<file path="src/rtl/gci_pkg.sv">
package gci_pkg;
   localparam int unsigned BYTE_W       = 8;
   localparam int unsigned BCLK_PER_BIT = 2;

   typedef struct packed {
      logic rise;
      logic fall;
   } gci_edges_t;

   function automatic int unsigned slot_bits(input int unsigned nbytes);
      return nbytes * BYTE_W;
   endfunction
endpackage

</file>
<file path="src/rtl/gci_bit_timer.sv">
module gci_bit_timer #(
   parameter int unsigned CNT_W     = 10,
   parameter int unsigned LOS_BCLKS = 800,
   parameter int unsigned SMP_W     = 2
) (
   input  logic                   clk,
   input  logic                   rst_n,
   input  logic                   bclk_i,
   input  logic                   fsync_i,
   input  logic [SMP_W-1:0]       smp_i,
   output gci_pkg::gci_edges_t    edges_o,
   output logic [CNT_W-1:0]       cnt_o,
   output logic                   locked_o,
   output logic [SMP_W-1:0]       smp_o
);
   localparam logic [CNT_W-1:0] LAST = CNT_W'(LOS_BCLKS - 1);

   logic bclk_q, fs_q, fs_arm;
   logic b_rise, b_fall, fs_rise, start;

   assign b_rise  = bclk_i & ~bclk_q;
   assign b_fall  = ~bclk_i & bclk_q;
   assign fs_rise = fsync_i & ~fs_q;
   assign start   = fs_arm | fs_rise;

   always_ff @(posedge clk or negedge rst_n) begin
      if (!rst_n) begin
         bclk_q   <= 1'b0;
         fs_q     <= 1'b0;
         fs_arm   <= 1'b0;
         edges_o  <= '0;
         cnt_o    <= '0;
         locked_o <= 1'b0;
         smp_o    <= '0;
      end else begin
         bclk_q       <= bclk_i;
         fs_q         <= fsync_i;
         edges_o.rise <= b_rise;
         edges_o.fall <= b_fall;
         if (b_fall) smp_o <= smp_i;
         if (b_rise)       fs_arm <= 1'b0;
         else if (fs_rise) fs_arm <= 1'b1;
         if (b_rise) begin
            if (start) begin
               cnt_o    <= '0;
               locked_o <= 1'b1;
            end else if (locked_o) begin
               if (cnt_o == LAST) locked_o <= 1'b0;
               else               cnt_o    <= cnt_o + CNT_W'(1);
            end
         end
      end
   end
endmodule

</file>
<file path="src/rtl/gci_slot_tx.sv">
module gci_slot_tx #(
   parameter int unsigned SLOT_BYTES = 4,
   parameter int unsigned CHK_BYTES  = 2,
   localparam int unsigned SLOT_W    = gci_pkg::slot_bits(SLOT_BYTES),
   localparam int unsigned SB_W      = $clog2(SLOT_W),
   localparam int unsigned BI_W      = $clog2(SLOT_BYTES)
) (
   input  logic              clk,
   input  logic              rst_n,
   input  logic              rise_p,
   input  logic              fall_p,
   input  logic              in_slot,
   input  logic              phase,
   input  logic [SB_W-1:0]   slot_bit,
   input  logic [SLOT_W-1:0] tx_word,
   input  logic              bus_d,
   output logic              pull_o,
   output logic              active_o,
   output logic              contention_o
);
   logic [SLOT_W-1:0] shreg;
   logic              cur_bit, backoff;
   logic              first, byte_edge, bit_now, bo_now, chk_byte;
   logic [BI_W-1:0]   byte_idx;

   assign byte_idx  = slot_bit[SB_W-1:3];
   assign first     = (slot_bit == '0);
   assign byte_edge = (slot_bit[2:0] == 3'd0);
   assign bit_now   = first ? tx_word[SLOT_W-1] : shreg[SLOT_W-1];
   assign bo_now    = byte_edge ? 1'b0 : backoff;

   generate
      if (CHK_BYTES >= SLOT_BYTES) begin : g_chk_all
         assign chk_byte = 1'b1;
      end else begin : g_chk_tail
         assign chk_byte = (byte_idx >= BI_W'(SLOT_BYTES - CHK_BYTES));
      end
   endgenerate

   always_ff @(posedge clk or negedge rst_n) begin
      if (!rst_n) begin
         shreg        <= '0;
         cur_bit      <= 1'b0;
         backoff      <= 1'b0;
         pull_o       <= 1'b0;
         active_o     <= 1'b0;
         contention_o <= 1'b0;
      end else if (rise_p) begin
         if (!in_slot) begin
            backoff  <= 1'b0;
            pull_o   <= 1'b0;
            active_o <= 1'b0;
         end else if (!phase) begin
            shreg    <= first ? (tx_word << 1) : (shreg << 1);
            cur_bit  <= bit_now;
            backoff  <= bo_now;
            active_o <= ~bo_now;
            pull_o   <= ~bo_now & ~bit_now;
         end
      end else if (fall_p && in_slot && phase && chk_byte &&
                   active_o && cur_bit && !bus_d) begin
         backoff      <= 1'b1;
         active_o     <= 1'b0;
         pull_o       <= 1'b0;
         contention_o <= 1'b1;
      end
   end
endmodule

</file>
<file path="src/rtl/gci_slot_rx.sv">
module gci_slot_rx #(
   parameter int unsigned SLOT_W = 32,
   localparam int unsigned SB_W  = $clog2(SLOT_W)
) (
   input  logic              clk,
   input  logic              rst_n,
   input  logic              fall_p,
   input  logic              in_slot,
   input  logic              phase,
   input  logic [SB_W-1:0]   slot_bit,
   input  logic              rx_d,
   output logic [SLOT_W-1:0] word_o,
   output logic              valid_o
);
   logic [SLOT_W-1:0] shreg;
   logic [SLOT_W-1:0] shreg_nx;
   logic              take;

   assign shreg_nx = {shreg[SLOT_W-2:0], rx_d};
   assign take     = fall_p & in_slot & phase;

   always_ff @(posedge clk or negedge rst_n) begin
      if (!rst_n) begin
         shreg   <= '0;
         word_o  <= '0;
         valid_o <= 1'b0;
      end else begin
         valid_o <= 1'b0;
         if (take) begin
            shreg <= shreg_nx;
            if (slot_bit == SB_W'(SLOT_W - 1)) begin
               word_o  <= shreg_nx;
               valid_o <= 1'b1;
            end
         end
      end
   end
endmodule

</file>
<file path="src/rtl/gci_slot_port.sv">
module gci_slot_port #(
   parameter int unsigned CHAN_W     = 3,
   parameter int unsigned SLOT_BYTES = 4,
   parameter int unsigned CHK_BYTES  = 2,
   parameter int unsigned LOS_BCLKS  = 800,
   localparam int unsigned SLOT_W    = gci_pkg::slot_bits(SLOT_BYTES)
) (
   input  logic              clk,
   input  logic              rst_n,
   input  logic              bclk_i,
   input  logic              fsync_i,
   input  logic [CHAN_W-1:0] chan_sel_i,
   input  logic              rx_data_i,
   input  logic              bus_sense_i,
   input  logic [SLOT_W-1:0] tx_word_i,
   output logic              tx_pull_o,
   output logic              tx_active_o,
   output logic [SLOT_W-1:0] rx_word_o,
   output logic              rx_valid_o,
   output logic              contention_o,
   output logic              sync_loss_o
);
   localparam int unsigned SB_W     = $clog2(SLOT_W);
   localparam int unsigned CNT_W    = $clog2(LOS_BCLKS);
   localparam int unsigned IDX_W    = CNT_W - SB_W - 1;
   localparam int unsigned SLOT_BCK = gci_pkg::BCLK_PER_BIT * SLOT_W;

   generate
      if ((SLOT_BYTES < 2) || ((SLOT_BYTES & (SLOT_BYTES - 1)) != 0)) begin : g_bad_bytes
         $error("SLOT_BYTES must be a power of two, at least 2");
      end
      if (CHK_BYTES > SLOT_BYTES) begin : g_bad_chk
         $error("CHK_BYTES exceeds SLOT_BYTES");
      end
      if (LOS_BCLKS <= SLOT_BCK * (1 << CHAN_W)) begin : g_bad_los
         $error("LOS_BCLKS must exceed the span of all selectable channels");
      end
   endgenerate

   gci_pkg::gci_edges_t edges;
   logic [CNT_W-1:0]    cnt;
   logic                locked;
   logic [1:0]          smp;
   logic [IDX_W-1:0]    slot_idx;
   logic [SB_W-1:0]     slot_bit;
   logic                phase, in_slot;

   gci_bit_timer #(.CNT_W(CNT_W), .LOS_BCLKS(LOS_BCLKS), .SMP_W(2)) u_timer (
      .clk      (clk),
      .rst_n    (rst_n),
      .bclk_i   (bclk_i),
      .fsync_i  (fsync_i),
      .smp_i    ({rx_data_i, bus_sense_i}),
      .edges_o  (edges),
      .cnt_o    (cnt),
      .locked_o (locked),
      .smp_o    (smp)
   );

   assign slot_idx    = cnt[CNT_W-1:SB_W+1];
   assign slot_bit    = cnt[SB_W:1];
   assign phase       = cnt[0];
   assign in_slot     = locked && (slot_idx == IDX_W'(chan_sel_i));
   assign sync_loss_o = ~locked;

   gci_slot_tx #(.SLOT_BYTES(SLOT_BYTES), .CHK_BYTES(CHK_BYTES)) u_tx (
      .clk          (clk),
      .rst_n        (rst_n),
      .rise_p       (edges.rise),
      .fall_p       (edges.fall),
      .in_slot      (in_slot),
      .phase        (phase),
      .slot_bit     (slot_bit),
      .tx_word      (tx_word_i),
      .bus_d        (smp[0]),
      .pull_o       (tx_pull_o),
      .active_o     (tx_active_o),
      .contention_o (contention_o)
   );

   gci_slot_rx #(.SLOT_W(SLOT_W)) u_rx (
      .clk      (clk),
      .rst_n    (rst_n),
      .fall_p   (edges.fall),
      .in_slot  (in_slot),
      .phase    (phase),
      .slot_bit (slot_bit),
      .rx_d     (smp[1]),
      .word_o   (rx_word_o),
      .valid_o  (rx_valid_o)
   );
endmodule

</file>
<file path="config.mk">
export PLATFORM = sky130hd
export DESIGN_NAME = gci_slot_port
export DESIGN_NICKNAME = d
export VERILOG_FILES = /design/src/rtl/gci_pkg.sv /design/src/rtl/gci_bit_timer.sv /design/src/rtl/gci_slot_tx.sv /design/src/rtl/gci_slot_rx.sv /design/src/rtl/gci_slot_port.sv
export SDC_FILE = /design/constraint.sdc
export NUM_CORES = 1
export LEC_CHECK = 0
export ABC_AREA = 0
export BUFFER_PORTS_ARGS = -buffer_cell sky130_fd_sc_hd__buf_2
export CORE_MARGIN = 2
export CORE_UTILIZATION = 55
export DETAILED_ROUTE_END_ITERATION = 16
export PLACE_DENSITY = 0.77
export SYNTH_ARGS = -nofsm -noshare
export SYNTH_HDL_FRONTEND = slang
export SYNTH_HIERARCHICAL = 1
export SYNTH_SLANG_ARGS = --single-unit
</file>
<file path="constraint.sdc">
create_clock -name clk -period 3.7 [get_ports clk]
set_input_delay 0.555 -clock clk [delete_from_list [all_inputs] [get_ports clk]]
set_output_delay 0.555 -clock clk [all_outputs]
set_load 0.05 [all_outputs]
</file>
==> out/qor.csv <==
metric;value;unit
Inst Count DP;600;
die footprint;10220;µm²
clock power share;0.435;
Crit. End Element;flip-flop;
Die Wd;101.1;µm
clock sink count;118;
worst path arrival time;2.91;ns
largest net degree at the start of global routing;75;
H-tree levels;4;
via count;3670;
post-synth top area cell;dfrtp_1;
Commonest cells post-synth;dfrtp_1, mux2_2, nand3_1;
Initial Util;0.5639;
combinational power share;0.147;
vias in the first global route;3563;
syn_nets;475;
number of synthesized flops with an enable pin;0;
GRT Total Usage;0.2135;
hold path depth;1;
via density per instance;5.807;
DR WL/cell;16.22;µm
Setup CP Type;flip-flop to flip-flop;
Slew HR;0.1545;
Root Buffer;clkbuf_8;
first-pass GRT wire length;17.05;mm
grt ovf;0;
Sw Ratio;0.2813;
layout cell share with drive strength beyond 1;0.3762;
CP Cell Sequence;xor2_1 > nor4_2 > nand3_2 > nor3_4 > buf_4 > mux2_2;
Num CTS Buffers;17;
synth unique cells;51;
Synth Flop Type;dfrtp_1;
CTS tree;done;
drt pass-1 iters;5;
Fillers;679;
Synth area leaders;dfrtp_1, mux2_2, a31oi_1, nand3_1, o21ai_1;
IO Pins;78;
number of I/O port buffers;77;
GPL Wtd Cong;0.8308;
Max Cap Viol;0;
Skew-Pair Late Insertion Delay;0.51;ns
Antenna Nets Post-Route;0;
sequential share of the synthesized area;0.5694;
Max Fclk;397.1;MHz
Syn. warnings;6;
Worst Path Max Fanout;32;
Post-Layout Cell Count;632;
Pwr Density;624.0;nW/µm²
Yosys top cell area share;0.5694;
CTS max path bufs;2;
final setup violating endpoints;0;
drt initial violations;232;
fin. max-slew vios;0;
Die Ht;101.1;µm
Core Box Area;9196;µm²
reg2reg path depth;6;
Worst Path Required;4.09;ns
PostCTS Resize Cnt;0;
diode count;0;
Worst-Margin Slew;1.264;ns
VDD IR-drop max;0.4330;mV
Tmin final;2.518;ns
status;finished, final reports clean;
synthesized area;5186;µm²
ys async rst share;1.000;
setup_tns;0;ns
RSZ-0062 raised after global routing;no;
DRC viols;0;
Pint;2779;µW
post-synthesis instance total;433;
Psw;1088;µW
Final nets;550;
Detailed Route WL;10.25;mm
Slowest-stage cell, CP;nor4_2;
DP Wirelength;6.437;mm
crit-path max cell delay;0.62;ns
Critical Path Start Type;flip-flop;
Clk pin slew, worst setup/hold paths;0.06;ns
P&R area growth vs syn;19.47;%
# rows;35;
Hold WC Path Type;primary input to flip-flop;
endpoints failing hold;0;
Seq cells post-synth;118;
sequential power share;0.419;
Pleak;0.003053;µW
top-count cell post-synth;dfrtp_1;
worst clock skew;0.007382;ns
postcts setup bufs;0;
Avg Synthesized Cell Area;11.98;µm²
cts hold-fix bufs;0;
period utilization;0.6806;
initial antenna violation count;0;
area by class of cell:
type / count / area [µm²] / area share
sequential: 118 / 2953 / 0.4766
multi-input combinational: 278 / 1997 / 0.3223
timing repair buffer: 82 / 450.4 / 0.07270
clock buffer: 18 / 427.9 / 0.06906
clock inverter: 14 / 187.7 / 0.03029
tap: 111 / 138.9 / 0.02242
inverter: 11 / 41.29 / 0.006664
logic make-up (layout without fill, tap and decap cells):
| family | after synthesis | count (layout) | synth area share |
|---|---|---|---|
| simple gates | 113 | 113 | 0.1221 |
| fa+ha+maj | 1 | 1 | 0.002412 |
| buf+inv | 37 | 125 | 0.04584 |
| compound gates | 95 | 95 | 0.1122 |
| flops | 118 | 118 | 0.5694 |
| mux | 66 | 66 | 0.1431 |
| xor+xnor | 3 | 3 | 0.005067 |
final timing paths:
check	to	slack [ns]	startpoint
min in group asynchronous	u_timer/cnt_o[8]$_DFFE_PN0P_	0.19	rst_n
setup reg to reg	u_rx/word_o[22]$_DFFE_PN0P_	1.18	u_timer/cnt_o[7]$_DFFE_PN0P_
max in group asynchronous	u_rx/word_o[20]$_DFFE_PN0P_	2.76	rst_n
hold / removal	u_timer/fs_q$_DFF_PN0_	0.16	fsync_i
setup / recovery	u_rx/word_o[22]$_DFFE_PN0P_	1.18	u_timer/cnt_o[7]$_DFFE_PN0P_
hold reg to reg	u_tx/contention_o$_DFFE_PN0P_	0.47	u_tx/contention_o$_DFFE_PN0P_
flip-flops by register name, indices dropped and copies added (netlist names), 2 cells and up:
name             count
u_rx/word_o         32
u_rx/shreg          31
u_tx/shreg          31
u_timer/cnt_o       10
u_timer/edges_o      2
u_timer/smp_o        2
power by group through the flow:
stage,Clock (µW),Sequential [µW],Combinational (µW)
2_1_floorplan,0,1590,496
3_3_place_gp,0,1620,542
3_5_place_dp,0,1630,564
4_1_cts,1700,1610,568
5_1_grt,1770,1640,647
6_report,1680,1620,567
metrics by stage:
step | utilization | total power [µW] | worst slack (ns) | area [µm²] | hold WS, ns
3_5_place_dp | 0.6068 | 2195 | 0.8991 | 5580 | 0.4570
3_3_place_gp | 0.6068 | 2162 | 0.9723 | 5580 | 0.4626
2_1_floorplan | - | 2089 | 1.365 | 5186 | 0.2594
6_report | 0.6737 | 3867 | 1.182 | 6196 | 0.1642
4_1_cts | 0.6737 | 3885 | 1.162 | 6196 | 0.1510
5_1_grt | 0.6737 | 4054 | 0.9868 | 6196 | 0.1556
metal layers:
metal / up-vias / wire length [µm] / share of wire / global-route usage
li1: 1736 / - / - / -
met2: 102 / 5155 / 0.50 / 0.3423
met1: 1818 / 4544 / 0.44 / 0.2876
met3: 14 / 400 / 0.039 / 0.04854
met5: - / 0 / 0 / 0
met4: 0 / 150 / 0.015 / 0.07900
placed cells by master, fill, tap and decap left out, types with 2 or more instances in the layout:
cell and instances:
dfrtp_1 118, buf_2 76, mux2_2 63, nand3_1 36, nor2_1 34, o21ai_1 33, a31oi_1 31, clkbuf_16 16
inv_1 11, nand2_1 7, o21ai_0 6, o211ai_1 6, a21oi_1 6, inv_6 5, clkinv_4 4, buf_4 4
nand4_1 4, xor2_1 3, bufinv_16 3, and4_1 3, or3_2 3, and3_1 3, nand2b_1 2, clkbuf_8 2
buf_12 2, nor3_1 2, nor3_4 2, mux2_1 2, or3_4 2, o311ai_0 2, o31ai_1 2, or2_2 2
nand4b_1 2
critical path: cells and delay by family (launching register included):
family	cells	cell delay, ns
XOR/XNOR	1	0.17
buffers and inverters	1	0.39
flip-flops	1	0.41
multiplexers	1	0.39
AND/OR/NAND/NOR	3	1.02
Note: power is estimated with default switching activity, not from simulation.
